### config.mk
export PLATFORM = sky130hd
export DESIGN_NAME = spi_flash_reader
export DESIGN_NICKNAME = d
export VERILOG_FILES = /design/src/rtl/spi_rd_pkg.sv /design/src/rtl/spi_rd_tick.sv /design/src/rtl/spi_rd_rx.sv /design/src/rtl/spi_rd_stream.sv /design/src/rtl/spi_flash_reader.sv
export SDC_FILE = /design/constraint.sdc
export NUM_CORES = 1
export LEC_CHECK = 0
export BUFFER_PORTS_ARGS = -buffer_cell sky130_fd_sc_hd__buf_2
export CORE_MARGIN = 10
export CORE_UTILIZATION = 55
export DETAILED_ROUTE_END_ITERATION = 10
export GPL_TIMING_DRIVEN = 0
export PLACE_DENSITY = 0.73
export SLEW_MARGIN = 5
export SYNTH_ARGS = -nofsm -noshare
export SYNTH_HDL_FRONTEND = slang
export SYNTH_HIERARCHICAL = 1
export SYNTH_SLANG_ARGS = --single-unit
### constraint.sdc
create_clock -name clk -period 8.04 [get_ports clk]
set_input_delay 1.206 -clock clk [delete_from_list [all_inputs] [get_ports clk]]
set_output_delay 1.206 -clock clk [all_outputs]
set_load 0.05 [all_outputs]
### src/rtl/spi_rd_pkg.sv
package spi_rd_pkg;
  localparam logic [7:0] OP_PLAIN = 8'h03;
  localparam logic [7:0] OP_DUAL  = 8'h3B;
  localparam int BYTE_W  = 8;
  localparam int DUMMY_N = 8;

  typedef enum logic [2:0] {
    ST_IDLE,
    ST_SETUP,
    ST_CMD,
    ST_DUMMY,
    ST_DATA,
    ST_HOLD,
    ST_GAP
  } rd_state_t;
endpackage

### src/rtl/spi_rd_tick.sv
module spi_rd_tick #(
  parameter int DIV_W = 8
) (
  input  logic             clk,
  input  logic             rst,
  input  logic             run,
  input  logic [DIV_W-1:0] div,
  output logic             tick
);
  logic [DIV_W-1:0] cnt_q;

  always_ff @(posedge clk) begin
    if (rst || !run) cnt_q <= '0;
    else if (cnt_q == div) cnt_q <= '0;
    else cnt_q <= cnt_q + 1'b1;
  end

  assign tick = run && (cnt_q == div);
endmodule

### src/rtl/spi_rd_rx.sv
module spi_rd_rx
  import spi_rd_pkg::*;
(
  input  logic              clk,
  input  logic              rst,
  input  logic              sample,
  input  logic              dual,
  input  logic              miso,
  input  logic              mosi_in,
  output logic [BYTE_W-1:0] data
);
  logic [BYTE_W-1:0] sr_q;

  always_ff @(posedge clk) begin
    if (rst) sr_q <= '0;
    else if (sample) begin
      if (dual) sr_q <= {sr_q[BYTE_W-3:0], miso, mosi_in};
      else      sr_q <= {sr_q[BYTE_W-2:0], miso};
    end
  end

  assign data = sr_q;
endmodule

### src/rtl/spi_rd_stream.sv
module spi_rd_stream
  import spi_rd_pkg::*;
(
  input  logic              clk,
  input  logic              rst,
  input  logic              push,
  input  logic [BYTE_W-1:0] din,
  output logic [BYTE_W-1:0] dout,
  output logic              valid,
  input  logic              ready
);
  logic [BYTE_W-1:0] data_q;
  logic              valid_q;

  always_ff @(posedge clk) begin
    if (rst) begin
      data_q  <= '0;
      valid_q <= 1'b0;
    end else if (push) begin
      data_q  <= din;
      valid_q <= 1'b1;
    end else if (ready) begin
      valid_q <= 1'b0;
    end
  end

  assign dout  = data_q;
  assign valid = valid_q;
endmodule

### src/rtl/spi_flash_reader.sv
module spi_flash_reader
  import spi_rd_pkg::*;
#(
  parameter int          DIV_W      = 8,
  parameter int          LEN_W      = 8,
  parameter int          ADDR_W     = 25,
  parameter logic [23:0] SIG_OFFSET = 24'h000010,
  parameter logic [31:0] SIG_VALUE  = 32'h0FF0A55A
) (
  input  logic              clk,
  input  logic              rst,
  input  logic              pwr_good,
  input  logic [DIV_W-1:0]  clk_div,
  input  logic              req_valid,
  output logic              req_ready,
  input  logic [ADDR_W-1:0] req_addr,
  input  logic [LEN_W-1:0]  req_len,
  input  logic              req_dual,
  output logic [7:0]        rd_data,
  output logic              rd_valid,
  input  logic              rd_ready,
  output logic              sig_done,
  output logic              desc_mode,
  output logic              spi_oe,
  output logic              spi_sclk,
  output logic [1:0]        spi_cs_n,
  output logic              spi_mosi,
  output logic              spi_mosi_oe,
  input  logic              spi_miso,
  input  logic              spi_mosi_in
);
  localparam int FA_W     = ADDR_W - 1;
  localparam int CMD_W    = 8 + FA_W;
  localparam int CNT_BITS = $clog2(CMD_W + 1);
  localparam int PAIRS    = BYTE_W / 2;
  localparam int SIG_B    = 4;

  rd_state_t             state_q;
  logic                  pg_q;
  logic                  sclk_q;
  logic [1:0]            cs_n_q;
  logic                  mosi_q;
  logic                  mosi_rel_q;
  logic [CMD_W-1:0]      tx_q;
  logic [CNT_BITS-1:0]   bit_q;
  logic [LEN_W-1:0]      left_q;
  logic                  last_q;
  logic                  dual_q;
  logic                  sig_phase_q;
  logic                  sig_done_q;
  logic                  desc_q;
  logic [31:0]           sig_word_q;
  logic                  byte_done_q;
  logic                  wait_q;

  logic                  run;
  logic                  tick;
  logic                  can_rise;
  logic                  last_bit;
  logic                  rx_sample;
  logic [BYTE_W-1:0]     rx_byte;
  logic                  in_xfer;

  assign run      = (state_q != ST_IDLE);
  assign in_xfer  = (state_q == ST_CMD) || (state_q == ST_DUMMY) || (state_q == ST_DATA);
  assign last_bit = (bit_q == (dual_q ? CNT_BITS'(PAIRS - 1) : CNT_BITS'(BYTE_W - 1)));
  assign can_rise = !((state_q == ST_DATA) && (bit_q == '0) && !sig_phase_q &&
                      (rd_valid || byte_done_q));
  assign rx_sample = tick && (state_q == ST_DATA) && !sclk_q && can_rise;

  spi_rd_tick #(.DIV_W(DIV_W)) u_tick (
    .clk  (clk),
    .rst  (rst),
    .run  (run),
    .div  (clk_div),
    .tick (tick)
  );

  spi_rd_rx u_rx (
    .clk     (clk),
    .rst     (rst),
    .sample  (rx_sample),
    .dual    (dual_q),
    .miso    (spi_miso),
    .mosi_in (spi_mosi_in),
    .data    (rx_byte)
  );

  spi_rd_stream u_out (
    .clk   (clk),
    .rst   (rst),
    .push  (byte_done_q && !sig_phase_q),
    .din   (rx_byte),
    .dout  (rd_data),
    .valid (rd_valid),
    .ready (rd_ready)
  );

  always_ff @(posedge clk) begin
    if (rst) begin
      state_q     <= ST_IDLE;
      pg_q        <= 1'b0;
      sclk_q      <= 1'b0;
      cs_n_q      <= 2'b11;
      mosi_q      <= 1'b0;
      mosi_rel_q  <= 1'b0;
      tx_q        <= '0;
      bit_q       <= '0;
      left_q      <= '0;
      last_q      <= 1'b0;
      dual_q      <= 1'b0;
      sig_phase_q <= 1'b0;
      sig_done_q  <= 1'b0;
      desc_q      <= 1'b0;
      sig_word_q  <= '0;
      byte_done_q <= 1'b0;
      wait_q      <= 1'b0;
    end else begin
      pg_q        <= pwr_good;
      byte_done_q <= 1'b0;
      if (byte_done_q && sig_phase_q)
        sig_word_q <= {sig_word_q[23:0], rx_byte};

      case (state_q)
        ST_IDLE: begin
          sclk_q <= 1'b0;
          bit_q  <= '0;
          last_q <= 1'b0;
          if (pg_q && !sig_done_q) begin
            tx_q        <= {OP_PLAIN, SIG_OFFSET[FA_W-1:0]};
            mosi_q      <= OP_PLAIN[7];
            dual_q      <= 1'b0;
            left_q      <= LEN_W'(SIG_B - 1);
            sig_phase_q <= 1'b1;
            cs_n_q      <= 2'b10;
            state_q     <= ST_SETUP;
          end else if (req_valid && req_ready) begin
            tx_q        <= {(req_dual ? OP_DUAL : OP_PLAIN), req_addr[FA_W-1:0]};
            mosi_q      <= req_dual ? OP_DUAL[7] : OP_PLAIN[7];
            dual_q      <= req_dual;
            left_q      <= req_len;
            cs_n_q      <= req_addr[ADDR_W-1] ? 2'b01 : 2'b10;
            state_q     <= ST_SETUP;
          end
        end

        ST_SETUP: begin
          if (tick) state_q <= ST_CMD;
        end

        ST_CMD, ST_DUMMY, ST_DATA: begin
          if (tick) begin
            if (!sclk_q) begin
              if (can_rise) begin
                sclk_q <= 1'b1;
                if ((state_q == ST_DATA) && last_bit) begin
                  bit_q       <= '0;
                  byte_done_q <= 1'b1;
                  if (left_q == '0) last_q <= 1'b1;
                  else              left_q <= left_q - 1'b1;
                end else begin
                  bit_q <= bit_q + 1'b1;
                end
              end
            end else begin
              sclk_q <= 1'b0;
              if (state_q == ST_CMD) begin
                if (bit_q == CNT_BITS'(CMD_W)) begin
                  bit_q <= '0;
                  if (dual_q) begin
                    state_q    <= ST_DUMMY;
                    mosi_rel_q <= 1'b1;
                  end else begin
                    state_q    <= ST_DATA;
                  end
                end else begin
                  tx_q   <= {tx_q[CMD_W-2:0], 1'b0};
                  mosi_q <= tx_q[CMD_W-2];
                end
              end else if (state_q == ST_DUMMY) begin
                if (bit_q == CNT_BITS'(DUMMY_N)) begin
                  bit_q   <= '0;
                  state_q <= ST_DATA;
                end
              end else if (last_q) begin
                wait_q  <= 1'b0;
                state_q <= ST_HOLD;
              end
            end
          end
        end

        ST_HOLD: begin
          if (tick) begin
            if (wait_q) begin
              wait_q     <= 1'b0;
              cs_n_q     <= 2'b11;
              mosi_rel_q <= 1'b0;
              mosi_q     <= 1'b0;
              state_q    <= ST_GAP;
              if (sig_phase_q) begin
                sig_phase_q <= 1'b0;
                sig_done_q  <= 1'b1;
                desc_q      <= (sig_word_q == SIG_VALUE);
              end
            end else begin
              wait_q <= 1'b1;
            end
          end
        end

        ST_GAP: begin
          if (tick) begin
            if (wait_q) begin
              wait_q  <= 1'b0;
              state_q <= ST_IDLE;
            end else begin
              wait_q <= 1'b1;
            end
          end
        end

        default: state_q <= ST_IDLE;
      endcase
    end
  end

  assign req_ready   = (state_q == ST_IDLE) && sig_done_q && pg_q && !in_xfer;
  assign sig_done    = sig_done_q;
  assign desc_mode   = desc_q;
  assign spi_oe      = pg_q;
  assign spi_sclk    = sclk_q;
  assign spi_cs_n    = cs_n_q;
  assign spi_mosi    = mosi_q;
  assign spi_mosi_oe = pg_q && !mosi_rel_q;
endmodule

==> flow_summary.yaml <==
timing:
  finalHoldViolCount: 0
  period_needed_ns: 3.62
  min_period_over_period: 0.450
  finalClockSkew_ns: 0.00950
  max_freq_mhz: 277
  tightest_slew_ns: 0.632
  setup_violations: 0
  relSlewSlack: 0.579
  timing.final.max_slew_violations: 0
  worst_slack_ns: 4.42
  final.setup.tns_ns: 0
  rsz0062_at_grt: "false"
layout:
  diodes: 0
  layout-drive-gt1-share: 0.167
  instances_no_fill: 926
  layout_commonest_cell: "dfxtp_1"
  fin_nets: 831
  final_cell_mix: "dfxtp_1, nand2_1, buf_2, a21oi_1, nand3_1"
  fin_area_sq_mm: 0.00698
  nFillCells: 867
  area_growth_pct: 18.5
cts:
  cts_root_buffer: "clkbuf_8"
  cts_tree: "done"
  cts_hold_buf: 0
  cts_buffers: 17
  worstSkewPairLatency_ns: 0.53
  htreeDepth: 4
  cts_sinks: 118
  post_cts_resized: 0
  cts_setup_buffers: 0
  path_clk_slew_ns: 0.06
  clock_path_buffers: 2
power:
  power_frac_comb: 0.119
  switching_share: 0.273
  vdd_drop_max_mv: 0.125
  p_sw_mw: 0.426
  power.clock.fraction: 0.480
  cellLeakagePower_nw: 2.53
  p_per_area_mw_per_mm2: 223
  internal_power_mw: 1.13
  p_seq_frac: 0.400
yosys:
  yosysWarningCount: 6
  synth_cell_types: 78
  synth_area_sq_mm: 0.00589
  synthCells: 692
  synth_edf_count: 0
  ys_ff_latch: 118
  ys.flop_type: "dfxtp_1"
  syn_avg_cell_area_sq_um: 8.51
  synth.net_count: 746
  synth_seq_area_share: 0.401
  async_flop_share: 0
routing:
  initialDrtViolationCount: 508
  first_pass_iters: 7
  vias: 5677
  drc: 0
  ant_nets: 0
  drt-wirelength-per-cell_um: 17.4
  viasPerCell: 6.13
  finalWirelength_um: 16100
floorplan:
  ioPinCount: 67
  initial_core_util: 0.568
  core_sq_mm: 0.0104
  die_h_um: 124
  rows: 37
  die_area_sq_mm: 0.0153
  die_w_um: 124
worst_hold_path:
  min_path_type: "reg -> reg"
  hold_depth: 2
global_route:
  grt.overflow.total: 0
  grt_pass1_vias: 5407
  antenna_found_initial: 0
  grtUsageTotal: 0.215
  grt_max_degree: 17
  grt_pass1_wl_um: 26600
critical_path:
  criticalPathCategory: "in -> reg"
  ff2ff_path_depth: 10
  cp-start-kind: "input port"
  cp.required_ns: 8.48
  worstPathMaxFanout: 10
  critPathCaptureType: "register"
  worstPathArrival_ns: 4.05
run_status:
  status: "finished clean"
place:
  placed_cell_area_sq_mm: 0.00639
  routabilityCongestion: 0.925
  numPlacedInstances: 894
  portBuffers: 66
  post-place-ws_ns: 3.94
  dp_hpwl_um: 11500
run:
  maxCapViolCount: 0
-- cell usage after synthesis (13+ instances only) --
library cell	number	area share
dfxtp_1	118	0.40
inv_1	19	0.012
clkbuf_1	34	0.022
a21oi_1	53	0.045
nand3_1	38	0.032
o21ai_0	13	0.011
nor2_1	36	0.023
a21boi_0	24	0.031
o211ai_1	25	0.032
nand2_1	90	0.057
mux2i_1	19	0.032
a211oi_1	13	0.017
o31ai_1	25	0.032
-- metal layers --
layer | vias up | wire (um) | GRT usage | share of wire
li1 | 2742 | - | - | -
met4 | 0 | 262 | 0.0779 | 0.016
met5 | - | 0 | 0 | 0
met1 | 2695 | 7340 | 0.288 | 0.46
met2 | 219 | 7400 | 0.332 | 0.46
met3 | 21 | 1080 | 0.0501 | 0.067
-- critical path: stages --
cell	delay (ns)
buf_2	0.10
xor2_1	0.16
nor4_4	0.56
and3_1	0.28
clkbuf_1	0.38
and2_1	0.25
o221ai_2	0.21
or2_1	0.26
buf_2	0.17
buf_2	0.20
o31ai_1	0.25
-- cell type report --
cell class | count | area (sq um) | share of cell area
inverter | 20 | 75.1 | 0.0108
buffer | 57 | 258 | 0.0369
clock buffer | 19 | 442 | 0.0633
timing repair buffer | 66 | 330 | 0.0473
sequential | 118 | 2360 | 0.338
multi-input combinational | 497 | 3200 | 0.458
clock inverter | 13 | 146 | 0.0210
tap | 136 | 170 | 0.0244
-- sequential cells by signal, summed over array words and instances (netlist names), 2 cells and up --
| name | cells |
|---|---|
| spi_cs_n | 2 |
| left_q | 8 |
| u_rx/data | 8 |
| sig_word_q | 32 |
| tx_q | 31 |
| u_out/dout | 8 |
| bit_q | 6 |
| u_tick/cnt_q | 8 |
| state_q | 3 |
-- stage by stage --
stage	power, mW	util	hold WS, ns
floorplan	0.762	-	0.424
global placement	0.813	0.616	0.439
detailed placement	0.818	0.616	0.446
CTS	1.56	0.673	0.455
global route	1.62	0.673	0.475
finish	1.56	0.673	0.456
-- cells by family after synthesis --
| kind of cell | Yosys count | share of synthesized area |
|---|---|---|
| AND/OR/NAND/NOR | 246 | 0.219 |
| AO/OA/AOI/OAI | 213 | 0.260 |
| flip-flops | 118 | 0.401 |
| buffers and inverters | 77 | 0.0565 |
| multiplexers | 19 | 0.0323 |
| XOR/XNOR | 14 | 0.0208 |
| adder cells (fa/ha/maj) | 5 | 0.0106 |
-- final timing paths --
check                        from       end  slack [ns]
setup / recovery       clk_div[5]  tx_q[20]        4.42
hold / removal           tx_q[25]  tx_q[25]        0.46
setup reg to reg  u_tick/cnt_q[5]  tx_q[20]        4.83
hold reg to reg          tx_q[25]  tx_q[25]        0.46
-- power groups by stage --
| stage | combinational [mW] | sequential, mW | clock (mW) |
|---|---|---|---|
| final | 0.186 | 0.624 | 0.749 |
| after global routing | 0.206 | 0.626 | 0.786 |
| after detailed placement | 0.183 | 0.636 | 0 |
| after global placement | 0.179 | 0.634 | 0 |
| after floorplan | 0.127 | 0.634 | 0 |
| after CTS | 0.184 | 0.623 | 0.755 |
Note: power is estimated with default switching activity, not from simulation.
